===== config.mk =====
export PLATFORM = sky130hd
export DESIGN_NAME = cfg_image_loader
export DESIGN_NICKNAME = d
export VERILOG_FILES = /design/src/rtl/cfg_img_pkg.sv /design/src/rtl/cfg_sum_acc.sv /design/src/rtl/cfg_default_table.sv /design/src/rtl/cfg_image_store.sv /design/src/rtl/cfg_image_loader.sv
export SDC_FILE = /design/constraint.sdc
export NUM_CORES = 1
export LEC_CHECK = 0
export ABC_CLOCK_PERIOD_IN_PS = 10400
export BUFFER_PORTS_ARGS = -buffer_cell sky130_fd_sc_hd__buf_2
export CORE_MARGIN = 4
export CORE_UTILIZATION = 60
export DETAILED_ROUTE_END_ITERATION = 8
export PLACE_DENSITY_LB_ADDON = 0.3
export SYNTH_ARGS = -nofsm -noshare
export SYNTH_HDL_FRONTEND = slang
export SYNTH_SLANG_ARGS = --single-unit

===== constraint.sdc =====
create_clock -name clk -period 10.4 [get_ports clk]
set_clock_uncertainty 0.15 [all_clocks]
set_input_delay 2.08 -clock clk [delete_from_list [all_inputs] [get_ports clk]]
set_output_delay 2.08 -clock clk [all_outputs]
set_load 0.005 [all_outputs]

===== src/rtl/cfg_img_pkg.sv =====
package cfg_img_pkg;
  typedef enum logic [2:0] {
    S_IDLE,
    S_RD_REQ,
    S_RD_WAIT,
    S_CHECK,
    S_WRITE
  } ldr_state_e;

  typedef enum logic [2:0] {
    ST_NONE        = 3'd0,
    ST_OK_FIRST    = 3'd1,
    ST_OK_RESTORED = 3'd2,
    ST_BAD         = 3'd3,
    ST_READ_ABORT  = 3'd4
  } ldr_status_e;
endpackage


===== src/rtl/cfg_sum_acc.sv =====
module cfg_sum_acc #(
  parameter int DW = 8
) (
  input  logic          clk,
  input  logic          rst_n,
  input  logic          clr,
  input  logic          en,
  input  logic [DW-1:0] din,
  output logic [DW-1:0] sum
);
  always_ff @(posedge clk or negedge rst_n) begin
    if (!rst_n)   sum <= '0;
    else if (clr) sum <= '0;
    else if (en)  sum <= sum + din;
  end
endmodule


===== src/rtl/cfg_default_table.sv =====
module cfg_default_table #(
  parameter int          AW         = 6,
  parameter int          DW         = 8,
  parameter int          HDR_BYTES  = 8,
  parameter int          CHANNELS   = 2,
  parameter int          TARGETS    = 16,
  parameter logic [7:0]  FMT_REV    = 8'h01,
  parameter logic [7:0]  HOST_ID    = 8'h07,
  parameter logic [7:0]  CHAN_CFG   = 8'h83,
  parameter logic [7:0]  MAX_TAGS   = 8'h20,
  parameter logic [7:0]  RST_RECOV  = 8'h0A,
  parameter logic [7:0]  TARGET_CFG = 8'hC8
) (
  input  logic [AW-1:0] addr,
  output logic [DW-1:0] dflt
);
  localparam int CH_FIXED = 4;
  localparam int CH_BYTES = CH_FIXED + TARGETS;

  always_comb begin
    int a;
    int off;
    a    = int'(addr);
    dflt = '0;
    if (a == 0) dflt = DW'(FMT_REV);
    for (int ch = 0; ch < CHANNELS; ch++) begin
      off = a - (HDR_BYTES + ch * CH_BYTES);
      if (off >= 0 && off < CH_BYTES) begin
        case (off)
          0:       dflt = DW'(HOST_ID);
          1:       dflt = DW'(CHAN_CFG);
          2:       dflt = DW'(MAX_TAGS);
          3:       dflt = DW'(RST_RECOV);
          default: dflt = DW'(TARGET_CFG);
        endcase
      end
    end
  end
endmodule


===== src/rtl/cfg_image_store.sv =====
module cfg_image_store #(
  parameter int IMG_BYTES = 64,
  parameter int DW        = 8,
  localparam int AW       = $clog2(IMG_BYTES)
) (
  input  logic                    clk,
  input  logic                    rst_n,
  input  logic                    we,
  input  logic [AW-1:0]           addr,
  input  logic [DW-1:0]           wdata,
  output logic [DW-1:0]           rdata,
  output logic [IMG_BYTES*DW-1:0] flat
);
  logic [DW-1:0] mem [IMG_BYTES];

  for (genvar g = 0; g < IMG_BYTES; g++) begin : g_byte
    always_ff @(posedge clk or negedge rst_n) begin
      if (!rst_n)                       mem[g] <= '0;
      else if (we && addr == AW'(g))    mem[g] <= wdata;
    end
    assign flat[g*DW +: DW] = mem[g];
  end

  assign rdata = mem[addr];
endmodule


===== src/rtl/cfg_image_loader.sv =====
module cfg_image_loader
  import cfg_img_pkg::*;
#(
  parameter int IMG_BYTES = 64,
  parameter int DW        = 8,
  localparam int AW       = $clog2(IMG_BYTES)
) (
  input  logic                    clk,
  input  logic                    rst_n,
  input  logic                    start,
  output logic                    busy,
  output logic                    done,
  output logic [2:0]              status,
  output logic                    img_ok,
  output logic [IMG_BYTES*DW-1:0] cfg_image,
  output logic                    req_valid,
  input  logic                    req_ready,
  output logic                    req_write,
  output logic [AW-1:0]           req_addr,
  output logic [DW-1:0]           req_wdata,
  input  logic                    rsp_valid,
  output logic                    rsp_ready,
  input  logic [DW-1:0]           rsp_data,
  input  logic                    rsp_err
);
  localparam logic [AW-1:0] LAST = AW'(IMG_BYTES - 1);

  ldr_state_e    state;
  ldr_status_e   status_q;
  logic [AW-1:0] addr;
  logic          retry_pass;
  logic          done_q;
  logic          img_ok_q;

  logic [DW-1:0] rd_byte, dflt_raw, dflt_byte, rsum, dsum;
  logic          store_we, differs, advance, at_last;
  logic          rsum_clr, rsum_en, dsum_clr, dsum_en;

  assign at_last  = (addr == LAST);
  assign store_we = (state == S_RD_WAIT) && rsp_valid && !rsp_err;
  assign dflt_byte = at_last ? dsum : dflt_raw;
  assign differs  = (dflt_byte != rd_byte);
  assign advance  = (state == S_WRITE) && (!differs || req_ready);

  // read-pass sum: cleared at each pass start, adds bytes below the last
  assign rsum_clr = (state == S_IDLE && start) || (advance && at_last);
  assign rsum_en  = store_we && !at_last;
  // default-image sum built up during the restore walk
  assign dsum_clr = (state == S_CHECK);
  assign dsum_en  = advance && !at_last;

  cfg_image_store #(.IMG_BYTES(IMG_BYTES), .DW(DW)) u_store (
    .clk   (clk),
    .rst_n (rst_n),
    .we    (store_we),
    .addr  (addr),
    .wdata (rsp_data),
    .rdata (rd_byte),
    .flat  (cfg_image)
  );

  cfg_default_table #(.AW(AW), .DW(DW)) u_dflt (
    .addr (addr),
    .dflt (dflt_raw)
  );

  cfg_sum_acc #(.DW(DW)) u_rsum (
    .clk (clk), .rst_n (rst_n), .clr (rsum_clr), .en (rsum_en),
    .din (rsp_data), .sum (rsum)
  );

  cfg_sum_acc #(.DW(DW)) u_dsum (
    .clk (clk), .rst_n (rst_n), .clr (dsum_clr), .en (dsum_en),
    .din (dflt_raw), .sum (dsum)
  );

  always_ff @(posedge clk or negedge rst_n) begin
    if (!rst_n) begin
      state      <= S_IDLE;
      status_q   <= ST_NONE;
      addr       <= '0;
      retry_pass <= 1'b0;
      done_q     <= 1'b0;
      img_ok_q   <= 1'b0;
    end else begin
      done_q <= 1'b0;
      unique case (state)
        S_IDLE: begin
          if (start) begin
            state      <= S_RD_REQ;
            addr       <= '0;
            retry_pass <= 1'b0;
            img_ok_q   <= 1'b0;
            status_q   <= ST_NONE;
          end
        end
        S_RD_REQ: begin
          if (req_ready) state <= S_RD_WAIT;
        end
        S_RD_WAIT: begin
          if (rsp_valid) begin
            if (rsp_err) begin
              status_q <= ST_READ_ABORT;
              done_q   <= 1'b1;
              state    <= S_IDLE;
            end else if (at_last) begin
              state <= S_CHECK;
            end else begin
              addr  <= addr + 1'b1;
              state <= S_RD_REQ;
            end
          end
        end
        S_CHECK: begin
          if (rsum == rd_byte) begin
            status_q <= retry_pass ? ST_OK_RESTORED : ST_OK_FIRST;
            img_ok_q <= 1'b1;
            done_q   <= 1'b1;
            state    <= S_IDLE;
          end else if (retry_pass) begin
            status_q <= ST_BAD;
            done_q   <= 1'b1;
            state    <= S_IDLE;
          end else begin
            addr  <= '0;
            state <= S_WRITE;
          end
        end
        S_WRITE: begin
          if (advance) begin
            if (at_last) begin
              retry_pass <= 1'b1;
              addr       <= '0;
              state      <= S_RD_REQ;
            end else begin
              addr <= addr + 1'b1;
            end
          end
        end
        default: state <= S_IDLE;
      endcase
    end
  end

  assign busy      = (state != S_IDLE);
  assign done      = done_q;
  assign status    = status_q;
  assign img_ok    = img_ok_q;
  assign req_valid = (state == S_RD_REQ) || ((state == S_WRITE) && differs);
  assign req_write = (state == S_WRITE);
  assign req_addr  = addr;
  assign req_wdata = (state == S_WRITE) ? dflt_byte : '0;
  assign rsp_ready = (state == S_RD_WAIT);
endmodule


==> summary.md <==
| Metric | Value |
|---|---|
| CTS Sinks | `543` |
| Worst-path fanout max | `52` |
| Period minus WS final | `7.81 ns` |
| # setup viols final | `0` |
| Post-Syn Nets | `1,981` |
| GRT Residual Overflow | `0` |
| Fin nets | `2,482` |
| Peak VDD IR | `0.132 mV` |
| Fin Setup TNS | `0 ns` |
| Commonest non-fill, non-tap cell in the layout | `buf_2` |
| Pre-CTS WS | `3.29 ns` |
| Wire per inst | `31.1 um` |
| Seq cells post-synth | `543` |
| CTS tree | `done` |
| Residual DRC count | `0` |
| Slew @ Worst Pin | `1.32 ns` |
| Slew Limit Fails | `0` |
| Arr. time, crit path | `5.58 ns` |
| Syn. warnings | `0` |
| Vias per Instance | `6.62` |
| H-tree level count | `2` |
| Syn Std Cell Area | `26,400 sq um` |
| Post-synth cell types | `70` |
| Hold Buf Count CTS | `0` |
| Final Hold Fails | `0` |
| DP HPWL | `66.1 mm` |
| Setup slack, reg-to-reg | `4.69 ns` |
| Global-route wire length before repair | `140 mm` |
| Leakage | `16.5 nW` |
| Seq/Total Area, Yosys | `0.514` |
| Tcrit/Tclk final | `0.751` |
| CP endpoint kind | `output port` |
| Pwr dens | `168 nW/um^2` |
| GRT Util Overall | `0.399` |
| CTS clock-pin slew for the worst setup and hold paths | `0.06 ns` |
| Clk root buf | `clkbuf_16` |
| Port bufs | `548` |
| Status | `finished, final reports clean` |
| CTS resizes | `0` |
| Max-slew headroom | `0.118` |
| Unrepaired setup endpoints after global routing | `no` |
| Die area | `47,500 sq um` |
| Fmax achieved | `128 MHz` |
| Initial core utilization | `0.610` |
| CP Class | `reg -> out` |
| Post-Route WL | `95.7 mm` |
| 1st-iter DRT viols | `2,194` |
| Via count of the first global-routing pass | `20,889` |
| Die Wd | `218 um` |
| Initial antenna violation count | `1` |
| TritonCTS buffer count | `56` |
| Largest net degree at the start of global routing | `190` |
| Placement Cell Area | `29,500 sq um` |
| Area Growth Syn to Fin | `18.7%` |
| Design Area, Final | `31,400 sq um` |
| Number of synthesized flops with an enable pin | `0` |
| CTS Buffer Depth | `3` |
| Worst Hold Class | `reg -> reg` |
| TritonRoute pass-1 iters | `6` |
| Rows | `76` |
| Die height | `218 um` |
| Antenna Violating Nets Remaining | `0` |
| PnR worst setup slack | `2.59 ns` |
| Clk_lat worst skew | `0.62 ns` |
| Syn Inst Count | `1,946` |
| CORE AREA | `43,400 sq um` |
| Most frequent cells in the layout | `buf_2, dfrtp_1, mux2_2` |
| GPL Wtd Cong | `0.907` |
| Via Count | `20,367` |
| Crit start category | `flip-flop` |
| Async SR Flop Fraction | `1.00` |
| Hold WS | `0.335 ns` |
| Post-CTS Setup Inserts | `0` |
| Syn Area/Cell | `13.6 sq um` |
| Core Util, Final | `0.724` |
| Main synth FF type | `dfrtp_1` |
| Top-Level Pins | `549` |
| Critical path data required time | `8.17 ns` |
| MaxCap Viol Count | `0` |
| Layout cells sized above 1 | `0.517` |
-- kinds of logic after synthesis --
| kind of cell | count (synthesis) | synth area share |
|---|---|---|
| muxes | 717 | 0.335 |
| DFF | 543 | 0.514 |
| and+or+nand+nor | 302 | 0.0552 |
| AOI/OAI and AO/OA | 184 | 0.0486 |
| buffers and inverters | 153 | 0.0284 |
| xor gates and xnor gates | 26 | 0.00861 |
| adders and majority gates | 21 | 0.0105 |
-- synth_stat cells (all sizes together) (9+ instances only) --
| cell | number | area (sq um) |
|---|---|---|
| a21oi | 42 | 214 |
| a22o | 9 | 78.8 |
| a22oi | 51 | 383 |
| buf | 43 | 338 |
| clkbuf | 89 | 334 |
| dfrtp | 543 | 13600 |
| ha | 19 | 238 |
| inv | 21 | 78.8 |
| mux2 | 518 | 5830 |
| mux2i | 117 | 1170 |
| mux4 | 82 | 1850 |
| nand2 | 74 | 285 |
| nand3 | 56 | 280 |
| nor2 | 88 | 330 |
| nor2b | 13 | 81.3 |
| nor3 | 13 | 70.1 |
| o21ai | 20 | 100 |
| xnor2 | 13 | 114 |
| xor2 | 13 | 114 |
-- critical path, stage by stage (launching register included) --
cell	delay [ns]
dfrtp_4	1.03
ha_1	0.63
inv_1	0.26
nor3_2	0.40
nand3_1	0.60
mux2i_1	0.47
xor2_1	0.11
or4_1	0.60
o311ai_0	0.49
a21oi_1	0.15
buf_2	0.17
-- routing by layer --
layer	wire (um)	up-vias	global-route usage
li1	-	8228	-
met1	35900	10585	0.520
met2	44800	1281	0.625
met3	9500	271	0.105
met4	5460	2	0.201
met5	13	-	0
-- area by class of cell --
type / count / area, sq um
diodes: 1 / 2.50
multi-input cells: 1250 / 12100
clock buffers: 84 / 1670
fillers: 3035 / 12000
clock inverters: 17 / 196
well taps: 585 / 732
repair buffers: 575 / 2990
flip-flops and latches: 543 / 13600
inverters: 21 / 78.8
-- final timing paths --
path,startpoint,endpoint,cells past startpoint
worst max-delay path,req_addr[1]$_DFFE_PN0P_,req_valid,10
worst min-delay path,u_dsum.sum[7]$_DFFE_PN0P_,u_dsum.sum[7]$_DFFE_PN0P_,1
worst max register to register,req_addr[1]$_DFFE_PN0P_,u_rsum.sum[6]$_DFFE_PN0P_,10
worst min register to register,u_dsum.sum[7]$_DFFE_PN0P_,u_dsum.sum[7]$_DFFE_PN0P_,1
max in group asynchronous,rst_n,u_store.flat[417]$_DFFE_PN0P_,3
min in group asynchronous,rst_n,u_store.flat[323]$_DFFE_PN0P_,1
-- state kept, by name, indices dropped and copies added, names as in the netlist --
register	count
done	1
img_ok	1
req_addr	6
retry_pass	1
state	3
status	3
u_dsum.sum	8
u_rsum.sum	8
u_store.flat	512
-- where the power goes --
| group | internal, mW | switching [mW] | leakage (nW) | total, mW |
|---|---|---|---|---|
| clock network | 1.20 | 0.853 | 0.927 | 2.05 |
| logic | 0.369 | 0.525 | 8.03 | 0.893 |
| registers | 2.18 | 0.131 | 7.56 | 2.31 |
| total | 3.75 | 1.51 | 16.5 | 5.26 |
-- metrics by stage --
step           power [mW]  std cells
3_3_place_gp         3.20       2974
3_5_place_dp         3.22       2974
4_1_cts              5.25       3075
6_report             5.26       3076
2_1_floorplan        2.94       1946
5_1_grt              5.43       3075
Power figures use the tool's default switching activity.
